[src/rtl/ssq_pkg.sv]
package ssq_pkg;
   typedef enum logic [1:0] {
      PH_IDLE     = 2'd0,
      PH_SWAP_IN  = 2'd1,
      PH_TICK     = 2'd2,
      PH_SWAP_OUT = 2'd3
   } ssq_phase_e;
endpackage

[src/rtl/ssq_ctrl.sv]
module ssq_ctrl
   import ssq_pkg::*;
(
   input  logic       clk,
   input  logic       rst_n,
   input  logic       test_start,
   output ssq_phase_e phase,
   output logic       busy,
   output logic       done
);
   ssq_phase_e state_q;
   logic       done_q;

   always_ff @(posedge clk) begin
      if (!rst_n) begin
         state_q <= PH_IDLE;
         done_q  <= 1'b0;
      end else begin
         done_q <= (state_q == PH_SWAP_OUT);
         case (state_q)
            PH_IDLE:     if (test_start) state_q <= PH_SWAP_IN;
            PH_SWAP_IN:  state_q <= PH_TICK;
            PH_TICK:     state_q <= PH_SWAP_OUT;
            default:     state_q <= PH_IDLE;
         endcase
      end
   end

   assign phase = state_q;
   assign busy  = (state_q != PH_IDLE);
   assign done  = done_q;

   AST_START_TAKES_BUSY: assert property (@(posedge clk) disable iff (!rst_n)
      (!busy && test_start) |=> busy);
   AST_DONE_SINGLE: assert property (@(posedge clk) disable iff (!rst_n)
      done |=> !done);
   AST_DONE_AT_END: assert property (@(posedge clk) disable iff (!rst_n)
      $fell(busy) |-> done);
   AST_NO_RESTART: assert property (@(posedge clk) disable iff (!rst_n)
      (state_q == PH_SWAP_OUT) |=> (state_q == PH_IDLE));
endmodule

[src/rtl/ssq_next_state.sv]
module ssq_next_state #(
   parameter int WORD_W    = 64,
   parameter int NUM_WORDS = 5,
   parameter int NS_KIND   = 0
) (
   input  logic [NUM_WORDS-1:0][WORD_W-1:0] cur_i,
   output logic [NUM_WORDS-1:0][WORD_W-1:0] nxt_o
);
   for (genvar i = 0; i < NUM_WORDS; i++) begin : g_word
      localparam int NB = (i + 1) % NUM_WORDS;
      if (NS_KIND == 0) begin : g_rotx
         assign nxt_o[i] = {cur_i[i][WORD_W-2:0], cur_i[i][WORD_W-1]}
                           ^ cur_i[NB] ^ WORD_W'(i + 1);
      end else begin : g_addn
         assign nxt_o[i] = cur_i[i] + cur_i[NB] + WORD_W'(i + 1);
      end
   end
endmodule

[src/rtl/shadow_swap_seq.sv]
module shadow_swap_seq
   import ssq_pkg::*;
#(
   parameter int WORD_W    = 64,
   parameter int NUM_WORDS = 5,
   parameter int IDX_W     = 3,
   parameter int NS_KIND   = 0
) (
   input  logic              clk,
   input  logic              rst_n,
   input  logic [IDX_W-1:0]  word_idx,
   input  logic              wr_en,
   input  logic [WORD_W-1:0] wr_data,
   input  logic              rd_en,
   output logic [WORD_W-1:0] rd_data,
   input  logic              test_start,
   input  logic              run_en,
   output logic              busy,
   output logic              done,
   output logic [WORD_W-1:0] live_peek
);
   localparam int SEL_W = (NUM_WORDS > 1) ? $clog2(NUM_WORDS) : 1;
   localparam logic [IDX_W:0] NW_L = (IDX_W + 1)'(NUM_WORDS);

   if (WORD_W < 2) begin : g_bad_width
      $error("WORD_W must be at least 2");
   end
   if (NUM_WORDS < 2) begin : g_bad_depth
      $error("NUM_WORDS must be at least 2");
   end
   if ((1 << IDX_W) < NUM_WORDS || IDX_W < SEL_W) begin : g_bad_idx
      $error("IDX_W too narrow for NUM_WORDS");
   end
   if (NS_KIND < 0 || NS_KIND > 1) begin : g_bad_kind
      $error("NS_KIND must be 0 or 1");
   end

   ssq_phase_e phase;
   logic       do_swap, do_tick, idle, in_range;
   logic [SEL_W-1:0] sel;
   logic [NUM_WORDS-1:0][WORD_W-1:0] live_q, shadow_q, live_nxt;
   logic [WORD_W-1:0] rd_q;

   ssq_ctrl u_ctrl (
      .clk        (clk),
      .rst_n      (rst_n),
      .test_start (test_start),
      .phase      (phase),
      .busy       (busy),
      .done       (done)
   );

   ssq_next_state #(
      .WORD_W    (WORD_W),
      .NUM_WORDS (NUM_WORDS),
      .NS_KIND   (NS_KIND)
   ) u_ns (
      .cur_i (live_q),
      .nxt_o (live_nxt)
   );

   assign do_swap  = (phase == PH_SWAP_IN) || (phase == PH_SWAP_OUT);
   assign do_tick  = (phase == PH_TICK);
   assign idle     = (phase == PH_IDLE);
   assign in_range = ({1'b0, word_idx} < NW_L);
   assign sel      = word_idx[SEL_W-1:0];

   for (genvar i = 0; i < NUM_WORDS; i++) begin : g_bank
      logic wr_hit;
      assign wr_hit = idle && wr_en && in_range && (sel == SEL_W'(i));

      always_ff @(posedge clk) begin
         if (!rst_n) begin
            live_q[i]   <= WORD_W'(i + 1);
            shadow_q[i] <= '0;
         end else if (do_swap) begin
            live_q[i]   <= shadow_q[i];
            shadow_q[i] <= live_q[i];
         end else begin
            if (do_tick || (idle && run_en)) live_q[i] <= live_nxt[i];
            if (wr_hit) shadow_q[i] <= wr_data;
         end
      end
   end

   always_ff @(posedge clk) begin
      if (!rst_n)              rd_q <= '0;
      else if (idle && rd_en)  rd_q <= in_range ? shadow_q[sel] : '0;
   end

   assign rd_data   = rd_q;
   assign live_peek = in_range ? live_q[sel] : '0;

   AST_LIVE_RESTORED: assert property (@(posedge clk) disable iff (!rst_n)
      $fell(busy) |-> (live_q == $past(live_q, 3)));
   AST_SHADOW_RESPONSE: assert property (@(posedge clk) disable iff (!rst_n)
      $fell(busy) |-> (shadow_q == $past(live_q, 1)));
   AST_BUSY_WRITE_REFUSED: assert property (@(posedge clk) disable iff (!rst_n)
      (busy && !do_swap) |=> $stable(shadow_q));
   AST_BUSY_READ_HELD: assert property (@(posedge clk) disable iff (!rst_n)
      busy |=> $stable(rd_data));
   AST_OOR_WRITE_DROPPED: assert property (@(posedge clk) disable iff (!rst_n)
      (idle && wr_en && !in_range) |=> $stable(shadow_q));
   AST_RUN_IGNORED_BUSY: assert property (@(posedge clk) disable iff (!rst_n)
      (phase == PH_SWAP_OUT) |=> (live_q == $past(shadow_q, 1)));
endmodule

[config.mk]
export PLATFORM = sky130hd
export DESIGN_NAME = shadow_swap_seq
export DESIGN_NICKNAME = d
export VERILOG_FILES = /design/src/rtl/ssq_pkg.sv /design/src/rtl/ssq_ctrl.sv /design/src/rtl/ssq_next_state.sv /design/src/rtl/shadow_swap_seq.sv
export SDC_FILE = /design/constraint.sdc
export NUM_CORES = 2
export LEC_CHECK = 0
export BUFFER_PORTS_ARGS = -buffer_cell sky130_fd_sc_hd__clkbuf_2
export CAP_MARGIN = 10
export CORE_MARGIN = 4
export CORE_UTILIZATION = 45
export CTS_BUF_LIST = sky130_fd_sc_hd__clkbuf_2
export CTS_CLUSTER_SIZE = 12
export DETAILED_ROUTE_END_ITERATION = 6
export GPL_TIMING_DRIVEN = 1
export PLACE_DENSITY = 0.61
export SLEW_MARGIN = 0
export SYNTH_ARGS = -nofsm -noshare
export SYNTH_HDL_FRONTEND = slang
export SYNTH_SLANG_ARGS = --single-unit
export TNS_END_PERCENT = 30
[constraint.sdc]
create_clock -name clk -period 4 [get_ports clk]
set_clock_uncertainty 0.05 [all_clocks]
set_input_delay 0 -clock clk [delete_from_list [all_inputs] [get_ports clk]]
set_output_delay 0 -clock clk [all_outputs]
set_load 0.02 [all_outputs]
**Word level (Yosys, flattened, before mapping)**

Cells that the tools add are included.

- Register bits: 707
- Word-level logic and storage cells: 81
- Input port bits: 73
- Output and inout port bits: 130

- Equality and inequality tests: 8
- Reduce and logical (&&, ||, !) cells: 20
- Bitwise operators: 10
- Multiplexer cells: 28
- $lt $le $gt $ge: 2

Operator list:

| operator | count |
|---|---|
| $mux W64 | 24 |
| $bmux W64 S3 | 2 |
| $xor A64 B64 Y64 | 5 |
| $reduce_bool A2 Y1 | 7 |
| $logic_and A1 B1 Y1 | 9 |
| $eq A3 B2 Y1 const B | 2 |
| $pmux W2 S3 | 1 |
| $eq A2 B2 Y1 const B | 2 |
| $lt A3 B4 Y1 const B | 1 |
| $not A2 Y2 | 2 |
| $eq A3 B1 Y1 const B | 1 |
| $eq A3 B3 Y1 const B | 1 |
| $logic_not A3 Y1 | 1 |
| $lt A3 B3 Y1 const B | 1 |
| $not A1 Y1 | 3 |
| $eq A2 B1 Y1 const B | 1 |
| $logic_not A2 Y1 | 1 |
| $logic_or A1 B1 Y1 | 2 |
| $mux W2 | 1 |
| $ne A2 B2 Y1 const B | 1 |

**Depth between registers and ports, before layout**

- Depth in word-level cells: 6
- Gate-level depth with buffers: 9
- Gate-level depth less buffers: 5

**Hierarchy**

From an unflattened synthesis, not the netlist that was laid out.

- Cells, all modules: 4195
- Area total of the unflattened synthesis: 40650.2 um2

By module, submodules not included:

| module | seq. area each (um2) | area each (um2) | cells each | times used |
|---|---|---|---|---|
| shadow_swap_seq | 14093.5 | 37687.4 | 3858 | 1 |
| ssq_next_state | 0.0 | 2802.7 | 320 | 1 |
| ssq_ctrl | 60.1 | 160.2 | 17 | 1 |

**Least setup slack after synthesis**

No wires, ideal clock.

- Path kind: flip-flop to flip-flop
- From: register u_ctrl.state_q[0] (netlist: u_ctrl.phase[0])
- To: register shadow_q[216] (netlist name)
- Path buffers: 3
- Clock period less this slack: 1743 ps
- Setup time: 133 ps
- Data required time: 3817 ps
- Slack: 2257 ps
- Cell stages (with the launch flop): 9
- Data arrival time: 1560 ps
- Cells stage by stage: dfxtp_1 inv_1 ha_1 buf_4 and4b_1 buf_4 buf_4 a211oi_1 a211oi_1

- Cells in the longest elaborated chain, start to end: 5

Ends and longest elaborated chain:

| item | line | text |
|---|---|---|
| start, declared | ssq_ctrl.sv:11 | `ssq_phase_e state_q;` |
| start signal, assigned | ssq_ctrl.sv:16 | `state_q <= PH_IDLE;` |
| start signal, assigned | ssq_ctrl.sv:21 | `PH_IDLE: if (test_start) state_q <= PH_SWAP_IN;` |
| start signal, assigned | ssq_ctrl.sv:22 | `PH_SWAP_IN: state_q <= PH_TICK;` |
| $logic_not A2 Y1 | shadow_swap_seq.sv:64 | `assign idle = (phase == PH_IDLE);` |
| $logic_and A1 B1 Y1 (3 in series) | shadow_swap_seq.sv:70 | `assign wr_hit = idle && wr_en && in_range && (sel == SEL_W'(i));` |
| $reduce_bool A2 Y1 (no line) | - |  |
| end signal, assigned by index | shadow_swap_seq.sv:78 | `shadow_q[i] <= live_q[i];` |
| end signal, assigned by index | shadow_swap_seq.sv:81 | `if (wr_hit) shadow_q[i] <= wr_data;` |
| end, declared | shadow_swap_seq.sv:41 | `logic [NUM_WORDS-1:0][WORD_W-1:0] live_q, shadow_q, live_nxt;` |

Parallel ways exist; a longest one is shown, timed or not.
A chain may end at the register's enable or synchronous reset.

**Worst setup path after layout**

- From: register u_ctrl.state_q[0] (netlist: u_ctrl.phase[0])
- To: register shadow_q[105] (netlist name)

Same word-level chain as after synthesis.

==> results.cfg <==
[logic_synthesis]
yosys.area.top_type = dfxtp_1
muxShareOfSynthArea_pct = 16.0
synth-simple-area-share_pct = 6.54
synth-seq-cells = 707
syn-instance-count = 4212
synth_xor_area_share_pct = 7.34
avgSynthCellArea_um2 = 9.07
synthAdderAreaFrac_pct = 0.164
syn_nets = 4290
synth_compound_area_share_pct = 25.6
ys_warn_count = 0
synth_top_area_share_pct = 37.1
yosysSeqAreaShare_pct = 37.1
synth.area.top_cells = dfxtp_1 37%, o21ai_0 10%, a211oi_1 9.9%, mux2i_1 8.4%, xor2_1 7.2%
synth.distinct_cells = 38
synth_top_family_by_area = compound AO/OA/AOI/OAI gates
syn-cell-area_mm2 = 0.0382

[detailed_routing]
wl_per_cell_um = 23.2
ant_nets = 0
drc = 0
routed-via-count = 36000
drtIter0Drc = 3720
wl_um = 135000
viasPerCell = 6.20
drt_pass1_iterations = 5

[clocking]
post_cts_buffers = 0
cts-buffers-inserted = 190
cts_sinks = 707
clk_latency_ns = 1.44
clk_root_buffer_cell = clkbuf_2
cts_buffer_depth = 3
clk_pin_slew_ns = 0.10
htreeDepth = 4
cts_tree = yes

[floorplan]
num_io_pins = 203
rows = 106
chipWidth_um = 299
die_area_mm2 = 0.0896
die_h_um = 299
initial_utilization_pct = 45.5
core_mm2 = 0.0840

[layout]
drive_gt1_share_pct = 17.4
instances_no_fill = 5806
syn2layout_area_growth_pct = 15.1
nNetsFinal = 4609
fill_cells = 7995

[critical_path]
critical_path_class = flop to flop
max_stage_delay_ns = 0.63
crit_chain = inv_1 > ha_1 > and3b_4 > dlygate4sd3_1 > buf_6 > a211oi_1 > dlygate4sd3_1 > a211oi_1 > dlygate4sd3_1
slowest_stage = dlygate4sd3_1
path_delay_family = buffers and inverters
path_buf_inv = 5
end_kind = flop
critical_path_required_ns = 5.34
worstPathMaxFanout = 39
crit_top_cell = dlygate4sd3_1
critical_path_arrival_ns = 5.19
start_kind = flop

[job]
drv_cap = 0

[placed_design]
port_buffers = 202
pre_cts_ws_ns = 1.22
dp.cells = 5165
gp_congestion = 0.793
dp_hpwl_um = 72600

[power_and_ir_drop]
peakVddDrop_uv = 322
power_density_mw_per_mm2 = 500
report.power.total_mw = 22.0
power.leakage_nw = 17.5

[timing]
timing.fmax_mhz = 260
hold_viol = 0
slew_headroom_pct = 15.9
worstMarginPinSlew_ns = 1.26
period_needed_ns = 3.85
rsz0062_at_grt = false
tns_ns = 0
setup_violations = 0
period_share_pct = 96.3
hold_slack_ns = 0.163
slew_violations = 0
finalWorstSetupSlack_ns = 0.146

[outcome]
outcome = complete, no violations

[global_routing]
overflow = 0
grt_max_degree = 216
antenna_found_initial = 3
grt_use_total_pct = 29.0
grt_pass1_vias = 35000
grt_pass1_wl_um = 209000

[worst_hold_path]
holdCritPathClass = input pin to flop
==> placed cells by master, fill, tap and decap left out, types with 26 or more instances in the layout <==
cell type	synthesis	routed
o21ai_0	796	796
mux4_2	64	64
nor2_1	61	61
nand2_1	136	135
buf_12	0	26
xor2_1	313	313
inv_1	67	67
mux2i_1	322	322
a21oi_1	64	64
dlygate4sd3_1	0	304
nand3_1	313	313
buf_4	44	53
o21ai_1	29	29
clkbuf_2	0	492
dfxtp_1	707	707
a32oi_1	64	64
a31oi_1	128	128
mux2_2	128	128
a211oi_1	504	504
==> layout make-up <==
type | count | area, µm² | share of cell area, %
Multi-Input combinational cell | 2976 | 21300 | 48.5
Sequential cell | 707 | 14200 | 32.2
Timing Repair Buffer | 587 | 5060 | 11.5
Clock buffer | 294 | 1470 | 3.35
Tap cell | 1134 | 1420 | 3.23
Clock inverter | 35 | 270 | 0.615
Inverter | 69 | 262 | 0.595
Antenna cell | 4 | 10.0 | 0.0228
==> flip-flops by register name, summed over array words and instances (netlist names) <==
| signal | count |
|---|---|
| shadow_q | 320 |
| live_q | 320 |
| rd_data | 64 |
| u_ctrl.phase | 2 |
| u_ctrl.done | 1 |
==> Yosys cell counts <==
cell type / instances
o21ai_0: 796
dfxtp_1: 707
a211oi_1: 504
mux2i_1: 322
nand3_1: 313
xor2_1: 313
clkbuf_1: 229
nand2_1: 136
a31oi_1: 128
mux2_2: 128
buf_2: 120
inv_1: 67
a21oi_1: 64
a32oi_1: 64
mux4_2: 64
nor2_1: 61
buf_6: 53
buf_4: 44
o21ai_1: 29
buf_8: 10
a211oi_2: 8
and2_1: 7
o211ai_1: 7
xnor2_1: 7
ha_1: 5
nor2b_1: 5
buf_1: 4
nor2_2: 4
inv_2: 2
nor2_4: 2
nor3b_2: 2
a21o_1: 1
and3b_1: 1
and4b_1: 1
nand2b_1: 1
nand4b_2: 1
o22ai_1: 1
or2_1: 1
==> path summary, 6_finish.rpt <==
path	slack (ns)	from	cells after the start	endpoint
worst min-delay path	0.16	wr_data[47]	5	shadow_q[303]
worst max register to register	0.15	u_ctrl.phase[0]	9	shadow_q[105]
worst max-delay path	0.15	u_ctrl.phase[0]	9	shadow_q[105]
worst min register to register	0.36	shadow_q[213]	2	live_q[213]
==> through the flow <==
step / utilization, % / area (µm²)
after floorplan: - / 38200
after global routing: 52.4 / 44000
after CTS: 52.4 / 44000
after global placement: 46.5 / 39100
after detailed placement: 46.5 / 39100
final: 52.4 / 44000
==> report_power, final <==
part	internal [mW]	switching (mW)	total [mW]
combinational	3.01	3.99	7.00
sequential	8.22	1.37	9.60
clock	2.20	3.19	5.38
total	13.4	8.55	22.0
==> kinds of logic after synthesis <==
group                      Yosys count
buffers and inverters              529
muxes                              514
AOI/OAI and AO/OA                 1602
and+or+nand+nor                    535
adders and majority gates            5
xor gates and xnor gates           320
DFF                                707
==> per-layer routing <==
layer	share of wire, %	up-vias	track usage [%]
met3	7.3	266	5.06
met5	0.0097	-	0
li1	-	16500	-
met1	44	17700	40.0
met2	46	1584	45.5
met4	2.9	2	10.8
==> worst min-delay path: cells and delay by family <==
| kind | cells | cell delay [ns] |
|---|---|---|
| AO/OA/AOI/OAI | 1 | 0.20 |
| buffers and inverters | 3 | 1.27 |
| AND/OR/NAND/NOR | 1 | 0.13 |
==> what timing repair did <==
item | in CTS | in global routing
resized for setup | 0 | 1
endpoints found under the hold margin | 707 | 0
setup endpoints to repair | 0 | 1
hold buffers | 308 | 0
Power figures use the tool's default switching activity.
